**config.mk**
```make
export PLATFORM = sky130hd
export DESIGN_NAME = rp_input_port
export DESIGN_NICKNAME = d
export VERILOG_FILES = /design/src/rtl/rp_pkg.sv /design/src/rtl/rp_flit_fifo.sv /design/src/rtl/rp_route_strip.sv /design/src/rtl/rp_route_fsm.sv /design/src/rtl/rp_input_port.sv
export SDC_FILE = /design/constraint.sdc
export NUM_CORES = 1
export LEC_CHECK = 0
export BUFFER_PORTS_ARGS = -buffer_cell sky130_fd_sc_hd__buf_2
export CORE_ASPECT_RATIO = 1.1
export CORE_MARGIN = 4
export CORE_UTILIZATION = 50
export CTS_CLUSTER_DIAMETER = 80
export DETAILED_ROUTE_END_ITERATION = 10
export PLACE_DENSITY = 0.74
export SYNTH_ARGS = -nofsm -noshare
export SYNTH_HDL_FRONTEND = slang
export SYNTH_HIERARCHICAL = 1
export SYNTH_SLANG_ARGS = --single-unit
export TNS_END_PERCENT = 50
```
**constraint.sdc**
```tcl
create_clock -name clk -period 2.24 [get_ports clk]
set_clock_uncertainty 0.2 [all_clocks]
set_input_delay 0 -clock clk [delete_from_list [all_inputs] [get_ports clk]]
set_output_delay 0 -clock clk [all_outputs]
set_load 0.01 [all_outputs]
```
**src/rtl/rp_pkg.sv**
```systemverilog
package rp_pkg;

    typedef enum logic [1:0] {
        FK_BODY = 2'd0,
        FK_HEAD = 2'd1,
        FK_TAIL = 2'd2,
        FK_SOLO = 2'd3
    } flit_kind_e;

    typedef enum logic [1:0] {
        ST_IDLE = 2'd0,
        ST_REQ  = 2'd1,
        ST_XFER = 2'd2
    } route_state_e;

    localparam int KIND_W = 2;

    function automatic logic kind_opens(input logic [1:0] k);
        return (k == FK_HEAD) || (k == FK_SOLO);
    endfunction

    function automatic logic kind_closes(input logic [1:0] k);
        return (k == FK_TAIL) || (k == FK_SOLO);
    endfunction

endpackage

```
**src/rtl/rp_flit_fifo.sv**
```systemverilog
module rp_flit_fifo #(
    parameter int WIDTH = 18,
    parameter int DEPTH = 4
) (
    input  logic             clk,
    input  logic             rst,
    input  logic             push,
    input  logic [WIDTH-1:0] wdata,
    input  logic             pop,
    output logic [WIDTH-1:0] rdata,
    output logic             full,
    output logic             empty
);
    localparam int AW = $clog2(DEPTH);

    logic [WIDTH-1:0] mem [DEPTH];
    logic [AW:0]      wp;
    logic [AW:0]      rp;

    assign empty = (wp == rp);
    assign full  = (wp[AW] != rp[AW]) && (wp[AW-1:0] == rp[AW-1:0]);
    assign rdata = mem[rp[AW-1:0]];

    always_ff @(posedge clk) begin
        if (rst) begin
            wp <= '0;
            rp <= '0;
        end else begin
            if (push && !full) begin
                mem[wp[AW-1:0]] <= wdata;
                wp <= wp + 1'b1;
            end
            if (pop && !empty) begin
                rp <= rp + 1'b1;
            end
        end
    end

    // occupancy flags are never both asserted
    a_r1_flags_exclusive: assert property (@(posedge clk) disable iff (rst)
        !(full && empty));

    // a full queue stays full until something is removed
    a_r1_full_holds: assert property (@(posedge clk) disable iff (rst)
        (full && !pop) |=> full);

endmodule

```
**src/rtl/rp_route_strip.sv**
```systemverilog
module rp_route_strip #(
    parameter int DATA_W = 16,
    parameter int RW     = 2
) (
    input  logic [1:0]        kind,
    input  logic [DATA_W-1:0] data_in,
    output logic [DATA_W-1:0] data_out
);
    import rp_pkg::*;

    always_comb begin
        if (kind_opens(kind)) data_out = data_in >> RW;
        else                  data_out = data_in;
    end

endmodule

```
**src/rtl/rp_route_fsm.sv**
```systemverilog
module rp_route_fsm #(
    parameter int NUM_OUT = 4,
    parameter int DATA_W  = 16
) (
    input  logic               clk,
    input  logic               rst,
    input  logic               front_valid,
    input  logic [1:0]         front_kind,
    input  logic [DATA_W-1:0]  front_data,
    input  logic [NUM_OUT-1:0] gnt,
    output logic [NUM_OUT-1:0] req,
    output logic               fwd,
    output logic               pop
);
    import rp_pkg::*;

    localparam int RW = $clog2(NUM_OUT);

    route_state_e state;
    route_state_e state_nx;
    logic [RW-1:0] sel;
    logic          granted;
    logic          discard;

    assign granted = gnt[sel];
    assign fwd     = (state == ST_XFER) && front_valid && granted;
    assign discard = (state == ST_IDLE) && front_valid && !kind_opens(front_kind);
    assign pop     = fwd || discard;

    generate
        for (genvar g = 0; g < NUM_OUT; g++) begin : g_req
            assign req[g] = (state != ST_IDLE) && (sel == RW'(g));
        end
    endgenerate

    always_comb begin
        state_nx = state;
        case (state)
            ST_IDLE: if (front_valid && kind_opens(front_kind)) state_nx = ST_REQ;
            ST_REQ:  if (granted) state_nx = ST_XFER;
            ST_XFER: if (fwd && kind_closes(front_kind)) state_nx = ST_IDLE;
            default: state_nx = ST_IDLE;
        endcase
    end

    always_ff @(posedge clk) begin
        if (rst) begin
            state <= ST_IDLE;
            sel   <= '0;
        end else begin
            state <= state_nx;
            if (state == ST_IDLE && front_valid && kind_opens(front_kind))
                sel <= front_data[RW-1:0];
        end
    end

    // at most one output requested at a time
    a_r6_req_onehot0: assert property (@(posedge clk) disable iff (rst)
        $onehot0(req));

    // request holds for the whole packet
    a_r6_req_steady: assert property (@(posedge clk) disable iff (rst)
        ((req != '0) && !(fwd && kind_closes(front_kind))) |=> $stable(req));

    // request released the cycle after the closing flit
    a_r6_release_after_tail: assert property (@(posedge clk) disable iff (rst)
        (fwd && kind_closes(front_kind)) |=> (req == '0));

    // a stray flit never raises a request
    a_r8_stray_no_req: assert property (@(posedge clk) disable iff (rst)
        discard |=> (req == '0));

endmodule

```
**src/rtl/rp_input_port.sv**
```systemverilog
module rp_input_port #(
    parameter int NUM_OUT = 4,
    parameter int DATA_W  = 16,
    parameter int DEPTH   = 4
) (
    input  logic               clk,
    input  logic               rst,
    input  logic               in_valid,
    input  logic [1:0]         in_kind,
    input  logic [DATA_W-1:0]  in_data,
    output logic               in_ready,
    output logic [NUM_OUT-1:0] req,
    input  logic [NUM_OUT-1:0] gnt,
    output logic               out_valid,
    output logic [1:0]         out_kind,
    output logic [DATA_W-1:0]  out_data,
    output logic               full,
    output logic               empty
);
    import rp_pkg::*;

    localparam int RW     = $clog2(NUM_OUT);
    localparam int ENTRY_W = KIND_W + DATA_W;

    logic [ENTRY_W-1:0] front;
    logic [1:0]         front_kind;
    logic [DATA_W-1:0]  front_data;
    logic               pop;
    logic               fwd;

    rp_flit_fifo #(.WIDTH(ENTRY_W), .DEPTH(DEPTH)) u_fifo (
        .clk   (clk),
        .rst   (rst),
        .push  (in_valid),
        .wdata ({in_kind, in_data}),
        .pop   (pop),
        .rdata (front),
        .full  (full),
        .empty (empty)
    );

    assign front_kind = front[ENTRY_W-1 -: KIND_W];
    assign front_data = front[DATA_W-1:0];
    assign in_ready   = !full;

    rp_route_fsm #(.NUM_OUT(NUM_OUT), .DATA_W(DATA_W)) u_fsm (
        .clk         (clk),
        .rst         (rst),
        .front_valid (!empty),
        .front_kind  (front_kind),
        .front_data  (front_data),
        .gnt         (gnt),
        .req         (req),
        .fwd         (fwd),
        .pop         (pop)
    );

    rp_route_strip #(.DATA_W(DATA_W), .RW(RW)) u_strip (
        .kind     (front_kind),
        .data_in  (front_data),
        .data_out (out_data)
    );

    assign out_valid = fwd;
    assign out_kind  = front_kind;

    // a forwarded flit always has a grant on the requested output
    a_r4_valid_needs_grant: assert property (@(posedge clk) disable iff (rst)
        out_valid |-> ((req & gnt) != '0));

    // nothing is forwarded from an empty queue
    a_r4_valid_needs_data: assert property (@(posedge clk) disable iff (rst)
        out_valid |-> !empty);

endmodule

```
# --- Yosys cells after proc, flatten, opt, wreduce, memory -nomap -nowiden ---
# Memories as Yosys holds them, arrays and structs flattened. A register that Yosys moved wholly into a read port is not among the register bits.
# Cells that the tools add are included.
# W data, S select, Z words.
totals:
  ff_bits: 10
  memories: 1
  mem_bits_rw: 72
  output_inout_bits: 26
  word_cells: 58
  inputBits: 25
classes:
  n_addsub: 2
  order_cmp: 1
  n_eq_ne: 14
  mux: 12
  n_reduce_logical: 24
memory_table:
  columns: ["name", "depth", "width", "rd", "rd_ports_with_merged_regs", "write_ports", "line", "source"]
  rows:
  - ["u_fifo.mem", 4, 18, 1, 1, 1, "rp_flit_fifo.sv:16", "logic [WIDTH-1:0] mem [DEPTH];"]
op_table:
  columns: ["op", "count"]
  rows:
  - ["$mux W16", 1]
  - ["$logic_and A1 B1 Y1", 14]
  - ["$eq A2 B2 Y1 const B", 5]
  - ["$mux W2", 5]
  - ["$add A3 B1 Y3 const B", 2]
  - ["$eq A2 B1 Y1 const B", 3]
  - ["$pmux W2 S3", 1]
  - ["$logic_not A2 Y1", 2]
  - ["$mux W1", 4]
  - ["$ne A2 B1 Y1 const B", 2]
  - ["$eq A3 B3 Y1", 1]
  - ["$logic_not A1 Y1", 3]
  - ["$logic_or A1 B1 Y1", 3]
  - ["$lt A2 B3 Y1 const B", 1]
  - ["$reduce_and A3 Y1", 1]
  - ["$bmux W1 S2", 1]
  - ["$eq A2 B2 Y1", 1]
  - ["$ne A2 B2 Y1 const B", 1]
  - ["$reduce_bool A2 Y1", 1]
  - ["$ne A1 B1 Y1", 1]

# --- Depth between registers and ports, before layout ---
# Gate-level depths: netlist (run 1).
depth:
  depth_word: 8
  mapped_depth: 10
  ltp_nobuf: 9

# --- Hierarchy ---
# The synthesis (run 1) kept the hierarchy.
modules_own_cells:
  columns: ["mod", "area_per_inst_um2", "seq_area_each_um2", "n_inst", "cells_per_inst"]
  rows:
  - ["rp_flit_fifo", 3203.1, 2322.2, 1, 164]
  - ["rp_route_fsm", 286.5, 80.1, 1, 30]
  - ["rp_route_strip", 236.5, 0.0, 1, 18]
  - ["rp_input_port", 7.5, 0.0, 1, 2]

# --- Worst setup path before layout (run 1) ---
# No wires, ideal clock.
synth_path:
  path_type: "reg2reg"
  start: "register u_fifo.wp[1]"
  end: "register with a tool-made name"
  required_time_ps: 1909
  setup_time_ps: 131
  path_slack_ps: -115
  synth_period_minus_slack_ps: 2355
  stages_incl_launch_ff: 11
  arrival_ps: 2024
  path_buffers: 1
  cell_sequence: "dfxtp_1 -> buf_2 -> xnor2_2 -> nand2_2 -> nor2_1 -> inv_1 -> and4_4 -> a31o_1 -> nor3b_1 -> a21oi_1 -> o211ai_1"
synth_rtl:
  columns: ["element", "line", "source"]
  rows:
  - ["from (decl)", "rp_flit_fifo.sv:17", "logic [AW:0] wp;"]
  - ["from (signal assigned)", "rp_flit_fifo.sv:31", "wp <= wp + 1'b1;"]

==> results of run 1 <==
-- synthesized netlist by cell type (all sizes together) --
library cell and count:
o41ai 1, inv 7, mux2i 4, nand3 4, a31o 1, xnor2 3
and4bb 2, and3 4, a41oi 2, o311ai 1, clkbuf 4, a21oi 3
o21ai 5, nor3b 6, nor2 6, a31oi 2, nand2 3, nand2b 1
and2b 2, or2b 1, or3 1, and4 1, and3b 1, nand4 2
o221ai 1, a2bb2oi 1, dfxtp 12, nor3 1, ha 5, nand3b 3
nor2b 1, o211ai 5, edfxtp 72, mux4 19, mux2 14, a211o 1
buf 7, xor2 3, and2 2
-- cell type report --
class | count | area (um2) | share of cell area
Timing Repair Buffer | 93 | 698.2 | 0.1502
Clock buffer | 10 | 127.6 | 0.02746
Sequential cell | 84 | 2406 | 0.5176
Clock inverter | 6 | 40.04 | 0.008614
Tap cell | 85 | 106.4 | 0.02288
Inverter | 7 | 26.28 | 0.005653
Multi-Input combinational cell | 112 | 1244 | 0.2676
-- kinds of logic (layout without fill, tap and decap cells) --
kind of cell / Yosys count / in the layout
DFF: 84 / 84
and+or+nand+nor: 41 / 41
adders and majority gates: 5 / 5
AOI/OAI and AO/OA: 23 / 23
muxes: 37 / 37
buffers and inverters: 18 / 116
xor gates and xnor gates: 6 / 6
-- per-layer routing --
layer / GRT usage / wire (um) / vias to the layer above
met2: 0.2874 / 3573 / 38
met3: 0.03435 / 224 / 11
met1: 0.2005 / 3032 / 1093
met4: 0.07303 / 130 / 0
met5: 0 / 0 / -
li1: - / - / 1050
-- per-stage QoR --
stage / setup TNS [ns] / power [W] / setup slack [ns]
final: 0 / 0.004566 / 0.06364
after global routing: 0 / 0.004830 / 0.007401
after CTS: 0 / 0.004598 / 0.04816
after detailed placement: 0 / 0.003615 / 0.08054
after global placement: 0 / 0.003586 / 0.1394
after floorplan: -0.02243 / 0.003128 / -0.01122
-- worst paths after layout --
check	end	slack, ns	depth (start not counted)
min reg2reg	u_fifo/rp[2]$_SDFFE_PP0P_	0.33	2
max reg2reg	flip-flop	0.08	6
max	out_data[4]	0.06	4
min	u_fsm/state[1]$_SDFFE_PP0P_	0.05	4
-- worst max-delay path, stage by stage, from the launching register on --
cell	delay, ns
dfxtp_2	0.38
mux4_2	0.53
buf_4	0.25
mux2_4	0.33
buf_2	0.14
-- state kept, by name (all words and copies together) (netlist names), named ones only --
| register | cells |
|---|---|
| u_fifo/rp | 3 |
| u_fifo/mem | 72 |
| u_fsm/state | 2 |
| u_fifo/wp | 3 |
| u_fsm/sel | 2 |
-- cell usage in the layout, fill, tap and decap left out, types with 2 or more instances in the layout --
cell and instances:
a21oi_1 3, a31oi_1 2, a41oi_1 2, and2_1 2
and2b_2 2, and3_1 4, buf_12 5, buf_2 50
buf_4 13, clkbuf_8 9, clkinvlp_4 3, dfxtp_1 9
dfxtp_2 3, dlygate4sd3_1 25, edfxtp_1 72, ha_1 5
inv_1 7, mux2_2 6, mux2_4 8, mux2i_1 4
mux4_2 19, nand2_1 2, nand3_1 4, nand3b_1 3
nand4_1 2, nor2_1 5, nor3b_1 4, nor3b_2 2
o211ai_1 4, o21ai_0 4, xnor2_2 2, xor2_1 2
-- what timing repair did --
action,CTS,global route
endpoints found under the setup margin,14,5
hold buffers,25,0
pin swaps,0,1
cloned,0,0
resized for setup,4,5
endpoints found under the hold margin,81,0
-- power by group through the flow --
stage / combinational [W] / clock [W] / sequential (W)
2_1_floorplan: 0.00118 / 0 / 0.00195
5_1_grt: 0.00185 / 0.00102 / 0.00195
6_report: 0.00171 / 0.000918 / 0.00194
3_5_place_dp: 0.00165 / 0 / 0.00196
3_3_place_gp: 0.00163 / 0 / 0.00196
4_1_cts: 0.00172 / 0.000940 / 0.00193
==> metrics.md, run 1 <==
| Metric | Value |
|---|---|
| Post-Syn Area per Cell | approximately 17 um2 |
| Synth Area in XOR/XNOR | 0.01810 |
| I/O pin cnt | between 50 and 60 |
| Area Overhead vs Synth | 24.50% |
| Core ar. | between 0.007 and 0.008 mm2 |
| Die X | 90.39 um |
| Routed len/inst | around 18 um |
| GRT Total Usage | 0.1654 |
| Clock slew at reported path FFs | roughly 0.08 ns |
| GPL Wtd Cong | ~0.74 |
| Reg2reg start | u_fsm/sel[0]$_SDFFE_PP0P_ |
| RSZ-0062 raised after global routing | false |
| Global-route wire length before repair | roughly 11000 um |
| Starting Density | 0.5239 |
| Largest net degree at the start of global routing | 19 |
| Period utilization | 0.9716 |
| Worst slew pin tran | 0.3718 ns |
| PD cells | approximately 980 mW/mm2 |
| Detailed-route DRC error count | 0 |
| H-tree levels | 3 |
| Root Buffer | clkbuf_8 |
| Finished layout cell area | 0.004648 mm2 |
| Antenna Nets Post-Route | 0 |
| Distinct cell type count after synthesis | 50 |
| Half-perimeter wire length after placement | roughly 4500 um |
| Compound-cell area share of the yosys netlist | 0.04424 |
| Setup Crit Path Kind | reg2out |
| Final hold vios | 0 |
| 1st-iter DRT viols | roughly 120 |
| Via count | between 2000 and 2500 |
| Fin crit period | between 2 and 2.5 ns |
| Internal power | around 0.0031 W |
| Fin util | 0.6522 |
| Max cap viols | 0 |
| Finished Layout Cells | between 300 and 400 |
| Number of global-route vias before repair | 2323 |
| Cells after Synth | ~210 |
| CP Capture Type | output port |
| Die Ht | 98.63 um |
| Critical path startpoint category | flip-flop |
| Logic gate share of total power | 0.375 |
| Routed vias/inst | between 5 and 6 |
| Placed Area | roughly 0.0042 mm2 |
| CP Max Fanout | 18 |
| Post-CTS Setup Bufs | 0 |
| Drt total wl | roughly 7000 um |
| Max-slew headroom | 0.7513 |
| Static leakage | about 1.7 nW |
| Adder-Cell Fraction of Synth Area | 0.01676 |
| Post-synth top area cell | edfxtp_1 |
| Largest family of logic cells by synthesized area | multiplexers |
| CTS tree | yes |
| Layout cells sized above 1 | 0.4199 |
| Mux contribution to synthesized area | 0.1756 |
| Post-synth top area share | 0.5791 |
| Worst EP arrival | 1.98 ns |
| Syn Nets | 244 |
| Grt ovf | 0 |
| Fmax | between 400 and 500 MHz |
| Power share of the sequential group | 0.424 |
| Cts bufs inserted | 9 |
| Die area | slightly below 0.009 mm2 |
| Status | finished, final reports clean |
| Max IR drop VDD | about 0.56 mV |
| Synthesized area | roughly 0.0037 mm2 |
| Worst Hold Class | in2reg |
| # port buffers | 50 |
| Pre-antenna DRT Iters | 4 |
| Cells after DPL | approximately 360 |
| Worst Min Path Start | gnt[3] |
| Synth Warn # | 6 |
| Antenna cells | 0 |
| Floorplan row count | 32 |
| Final #Nets | ~340 |
| Clk sink count | 84 |
| Dominant cells by area after synthesis | edfxtp_1 (58%), mux4_2 (11%), dfxtp_1 (6.4%), mux2_4 (3.2%), mux2_2 (1.8%) |
| Required time worst endpoint | about 2.0 ns |
| Final setup viols | 0 |
| Max Slew Vio Count | 0 |
| Post-synthesis sequential area ratio | 0.6434 |
| Sw frac | 0.3137 |
| CTS max path bufs | 2 |
| Part of the power in the clock network | 0.201 |
| Initial antenna violation count | 0 |
| Synth Area in Simple Gates | 0.07306 |
| Clock Latency Late Sink | ~0.34 ns |
| Min Hold Slack | ~0.046 ns |
| Fillers | about 500 |
| Yosys reg bits | 84 |
| Net Sw Power | about 0.0014 W |
Note: power is estimated with default switching activity, not from simulation.
==> inputs of run 2 (changes only) <==
--- a/config.mk
+++ b/config.mk
@@ -11,6 +11,7 @@
 export CORE_UTILIZATION = 50
 export CTS_CLUSTER_DIAMETER = 80
 export DETAILED_ROUTE_END_ITERATION = 10
+export MAX_ROUTING_LAYER = met4
 export PLACE_DENSITY = 0.74
 export SYNTH_ARGS = -nofsm -noshare
 export SYNTH_HDL_FRONTEND = slang
==> constraint.sdc (replaced) <==
create_clock -name clk -period 2.24 [get_ports clk]
set_clock_uncertainty 0.2 [all_clocks]
set_input_delay 0 -clock clk [delete_from_list [all_inputs] [get_ports clk]]
set_output_delay 0 -clock clk [all_outputs]
set_load 0.005 [all_outputs]
==> run 2 against run 1 <==
  * Die area stayed put
  * Via count rose by 3.6%
  * Core utilization rose by 0.11 points
  * Clock-buffer cell count shrank 1
  * Critical path type unchanged
  * Largest cell class unchanged
  * Highest routed layer unchanged
==> metrics.md, run 2 (synthesis results as in run 1) <==
| Metric | Value |
|---|---|
| Status | finished, final reports clean |
| Drt total wl | 7330 um |
| Period utilization | 0.9620 |
| Starting Density | 0.5239 |
| CP Max Fanout | 18 |
| # port buffers | 50 |
| Floorplan row count | 32 |
| Layout cells sized above 1 | 0.4263 |
| Area Overhead vs Synth | 24.70% |
| WP buf/inv | 2 |
| GRT Total Usage | 0.1761 |
| Final WS setup | 0.08520 ns |
| Commonest non-fill, non-tap cells in the layout | edfxtp_1 (72), buf_2 (50), dlygate4sd3_1 (25) |
| Worst slew pin tran | ~0.40 ns |
| Final setup viols | 0 |
| CP Cell Sequence | mux4_2 -> buf_4 -> mux2_4 -> buf_2 |
| Max stage delay on crit path | between 0.5 and 0.6 ns |
| Half-perimeter wire length after placement | about 4600 um |
| Path depth of the worst reg2reg path | 6 |
| Die area | a little under 0.009 mm2 |
| Setup Crit Path Kind | reg2out |
| Grt ovf | 0 |
| CTS max path bufs | 2 |
| Hold Crit Depth | 5 |
| PD cells | a little under 1000 mW/mm2 |
| Max-slew headroom | 0.7296 |
| Max cap viols | 0 |
| RR Endpoint | u_fifo/rp[1]$_SDFFE_PP0P_ |
| Finished layout cell area | roughly 0.0047 mm2 |
| Fillers | around 510 |
| CTS tree | yes |
| Static leakage | approximately 1.7 nW |
| Clock Latency Late Sink | ~0.33 ns |
| Global-route wire length before repair | about 12000 um |
| Max IR drop VDD | around 0.35 mV |
| Core ar. | approximately 0.0071 mm2 |
| Largest register FFs | between 70 and 80 |
| WHS Endpoint | u_fsm/state[1]$_SDFFE_PP0P_ |
| Initial antenna violation count | 0 |
| Clock slew at reported path FFs | 0.08 ns |
| Number of global-route vias before repair | 2340 |
| Final hold vios | 0 |
| Root Buffer | clkbuf_8 |
| Required time worst endpoint | between 2 and 2.5 ns |
| Clk sink count | 84 |
| CP delay by family, top | multiplexers |
| Max Slew Vio Count | 0 |
| H-tree levels | 3 |
| Reg2reg setup slack | roughly 0.12 ns |
| Final #Nets | about 340 |
| Routed vias/inst | around 5.7 |
| Routed len/inst | between 15 and 20 um |
| Largest net degree at the start of global routing | 19 |
| Die Ht | 98.63 um |
| Detailed-route DRC error count | 0 |
| Antenna cells | 0 |
| CP Capture Type | output port |
| Worst Hold Class | in2reg |
| Critical path startpoint category | flip-flop |
| Critical path's slowest cell | mux4_2 |
| Pre-antenna DRT Iters | 4 |
| Fmax | between 400 and 500 MHz |
| Fin crit period | 2.155 ns |
| Antenna Nets Post-Route | 0 |
| Commonest non-fill, non-tap cell in the layout | edfxtp_1 |
| Cts bufs inserted | 9 |
| Die X | between 90 and 100 um |
| Pre-CTS setup slack | between 0.09 and 0.1 ns |
| Placed Area | between 0.004 and 0.005 mm2 |
| Worst Min Path Start | gnt[3] |
| Via count | approximately 2300 |
| I/O pin cnt | 51 |
| Worst EP arrival | about 2.0 ns |
| GPL Wtd Cong | approximately 0.78 |
| 1st-iter DRT viols | 95 |
-- run 2: worst reg2reg max path, stage by stage, from the launching register on --
cell and delay [ns]:
dfxtp_2 0.38, mux4_2 0.53, nor2_1 0.11, a31o_1 0.27, inv_1 0.06, o21ai_0 0.23
a41oi_1 0.20
-- run 2: metal layers --
layer | share of wire | vias to the layer above | global-route usage
met5 | 0 | - | -
met3 | 0.031 | 9 | 0.03359
met4 | 0.014 | 0 | 0.06125
met2 | 0.51 | 44 | 0.2891
met1 | 0.44 | 1167 | 0.2211
li1 | - | 1051 | -
-- run 2: repair_timing --
item / 4_1_cts / 5_1_grt
setup endpoints to repair: 14 / 4
hold buffers: 25 / 0
gates resized for setup: 4 / 6
cloned: 0 / 0
pin swaps: 0 / 1
hold endpoints to repair: 81 / 0
setup buffers: 0 / 1
-- run 2: area by class of cell --
class                   count  area [um2]  area share
flip-flops and latches     84        2407      0.5171
clock buffers               9       123.9     0.02661
well taps                  85       106.4     0.02284
clock inverters             7       51.30     0.01102
inverters                   7       26.28    0.005644
repair buffers             93       698.2      0.1500
multi-input cells         112        1242      0.2669
-- run 2: how the worst max path moves through the flow --
stage               depth (start not counted)                 startpoint                        end
floorplan                                   8                  flip-flop  u_fifo/rp[2]$_SDFFE_PP0P_
global placement                            6  u_fsm/sel[0]$_SDFFE_PP0P_                  flip-flop
detailed placement                          6  u_fsm/sel[0]$_SDFFE_PP0P_  u_fifo/rp[0]$_SDFFE_PP0P_
CTS                                         4                  flip-flop                out_data[4]
global route                                6                  flip-flop  u_fifo/rp[1]$_SDFFE_PP0P_
finish                                      4                  flip-flop               out_data[12]
-- run 2: metrics by stage --
stage	TNS [ns]	util	cells	total power [W]	hold slack, ns
after detailed placement	0	0.5878	355	0.003545	0.01757
final	0	0.6533	397	0.004545	0.1810
after CTS	0	0.6494	396	0.004547	0.01391
after global placement	0	0.5878	355	0.003510	0.01249
after global routing	-0.02640	0.6533	397	0.004801	0.1955
after floorplan	-0.007962	-	214	0.003028	-0.1309
-- run 2: power by group --
group          switching (W)  leakage (nW)  internal [W]
Clock               0.000534        0.0872      0.000406
Combinational       0.000774         0.846      0.000886
Sequential         0.0000916         0.754       0.00185
Total                0.00140          1.69       0.00315
==> inputs of run 3 (changes only) <==
--- a/config.mk
+++ b/config.mk
@@ -13,6 +13,7 @@
 export DETAILED_ROUTE_END_ITERATION = 10
 export MAX_ROUTING_LAYER = met4
 export PLACE_DENSITY = 0.74
+export RECOVER_POWER = 50
 export SYNTH_ARGS = -nofsm -noshare
 export SYNTH_HDL_FRONTEND = slang
 export SYNTH_HIERARCHICAL = 1
==> run 3 against run 2 <==
  * Non-clock buffer count unchanged
  * Routed wire length is 0.46% lower
  * Sequential cell count unchanged
  * Critical endpoint unchanged
  * Largest power group unchanged
==> metrics.md, run 3 (synthesis results as in run 1) <==
| Metric | Value |
|---|---|
| Max IR drop VDD | 0.3447 mV |
| Setup Crit Path Kind | reg2out |
| Antenna Nets Post-Route | 0 |
| Static leakage | between 1.5 and 2 nW |
| Setup_tns | 0 ns |
| Worst Min Path Start | gnt[3] |
| Fin crit period | around 2.2 ns |
| Wire length on met3 | 260 um |
| Worst Hold Class | in2reg |
| GRT Total Usage | 0.1761 |
| Max stage delay on crit path | ~0.53 ns |
| Final #Nets | 337 |
| WL met1 | 3133 um |
| Largest net degree at the start of global routing | 19 |
| Commonest non-fill, non-tap cells in the layout | edfxtp_1 (72), buf_2 (28), dlygate4sd3_1 (25), clkbuf_1 (25), mux4_2 (19) |
| GPL Wtd Cong | around 0.78 |
| Hold Crit Depth | 5 |
| Clock slew at reported path FFs | ~0.080 ns |
| Reg2reg setup slack | around 0.11 ns |
| Global-route wire length before repair | around 12000 um |
| Cts bufs inserted | 9 |
| Commonest non-fill, non-tap cell in the layout | edfxtp_1 |
| RR Endpoint | u_fifo/rp[1]$_SDFFE_PP0P_ |
| CTS max path bufs | 2 |
| Clock Latency Late Sink | 0.33 ns |
| CTS tree | yes |
| Floorplan row count | 32 |
| Root Buffer | clkbuf_8 |
| Routed vias/inst | approximately 5.7 |
| 1st-iter DRT viols | about 110 |
| Die X | ~90 um |
| Initial antenna violation count | 0 |
| Grt ovf | 0 |
| Status | finished, final reports clean |
| Pre-antenna DRT Iters | 4 |
| Overall Power | ~0.0045 W |
| Largest register FFs | slightly above 70 |
| Detailed-route DRC error count | 0 |
| PD cells | just under 1000 mW/mm2 |
| WHS Endpoint | u_fsm/state[1]$_SDFFE_PP0P_ |
| Worst slew pin tran | 0.3717 ns |
| Via count | about 2300 |
| Top sig layer | met4 |
| Number of global-route vias before repair | 2340 |
| Max Slew Vio Count | 0 |
| Layout cells sized above 1 | 0.3429 |
| Fin util | 0.6433 |
| Critical path startpoint category | flip-flop |
| Routed len/inst | between 15 and 20 um |
| # port buffers | 50 |
| Die area | 0.008915 mm2 |
| Path depth of the worst reg2reg path | 6 |
| Die Ht | around 100 um |
| Clk sink count | 84 |
| Max-slew headroom | 0.7513 |
| CP Cell Sequence | mux4_2 -> buf_4 -> mux2_4 -> buf_2 |
| Final setup viols | 0 |
| Critical path's slowest cell | mux4_2 |
| I/O pin cnt | a little over 50 |
| CP Capture Type | output port |
| Required time worst endpoint | 2.04 ns |
| Antenna cells | 0 |
| Starting Density | 0.5239 |
| H-tree levels | 3 |
| Area Overhead vs Synth | 22.79% |
| Final hold vios | 0 |
| Met2 wire len | ~3800 um |
| Drt total wl | between 7000 and 8000 um |
| Core ar. | just over 0.007 mm2 |
| Period utilization | 0.9619 |
| CP Max Fanout | 18 |
| Max cap viols | 0 |
| Half-perimeter wire length after placement | between 4000 and 5000 um |
| Worst EP arrival | just under 2 ns |
| Fmax | 464.1 MHz |
==> run 3: through the flow <==
step / setup slack, ns / instances / hold slack, ns / instance area, um2
2_1_floorplan: -0.007962 / 214 / -0.1309 / 3744
3_3_place_gp: 0.1410 / 355 / 0.01249 / 4189
3_5_place_dp: 0.09029 / 355 / 0.01757 / 4189
4_1_cts: 0.06025 / 396 / 0.01391 / 4628
5_1_grt: -0.01194 / 397 / 0.2025 / 4584
6_report: 0.08525 / 397 / 0.1805 / 4584
==> run 3: worst max-delay path, delay by kind of cell, from the launching register on <==
kind | cells | cell delay, ns
multiplexers | 2 | 0.85
buffers and inverters | 2 | 0.38
flip-flops | 1 | 0.38
==> run 3: cell type report <==
type / count / area, um2
Clock inverter: 7 / 51.30
Sequential cell: 84 / 2407
Multi-Input combinational cell: 112 / 1237
Timing Repair Buffer: 93 / 631.9
Inverter: 7 / 26.28
Clock buffer: 9 / 123.9
Fill cell: 530 / 2542
Tap cell: 85 / 106.4
==> run 3: how the worst max path moves through the flow <==
stage,startpoint,end,slack (ns),cells past startpoint
2_1_floorplan,flip-flop,u_fifo/rp[2]$_SDFFE_PP0P_,-0.008,8
3_3_place_gp,u_fsm/sel[0]$_SDFFE_PP0P_,flip-flop,0.14,6
3_5_place_dp,u_fsm/sel[0]$_SDFFE_PP0P_,u_fifo/rp[0]$_SDFFE_PP0P_,0.09,6
4_1_cts,flip-flop,out_data[4],0.06,4
5_1_grt,flip-flop,u_fifo/rp[1]$_SDFFE_PP0P_,-0.01,6
6_report,flip-flop,out_data[12],0.09,4
==> run 3: timing repair <==
action / in CTS / in global routing
gates resized for setup: 4 / 6
setup buffers: 0 / 1
hold buffers: 25 / 0
endpoints found under the hold margin: 81 / 0
setup endpoints to repair: 14 / 4
pin swaps: 0 / 1
==> run 3: routing by layer <==
layer  vias to the layer above  global-route usage
met3                        11             0.03359
met2                        50              0.2891
met5                         -                   -
li1                       1047                   -
met4                         0             0.06125
met1                      1155              0.2211
==> run 3: report_power, final <==
part / leakage, nW / internal (W) / switching [W]
registers: 0.754 / 0.00185 / 0.0000908
logic: 0.757 / 0.000845 / 0.000767
clock network: 0.0872 / 0.000406 / 0.000532
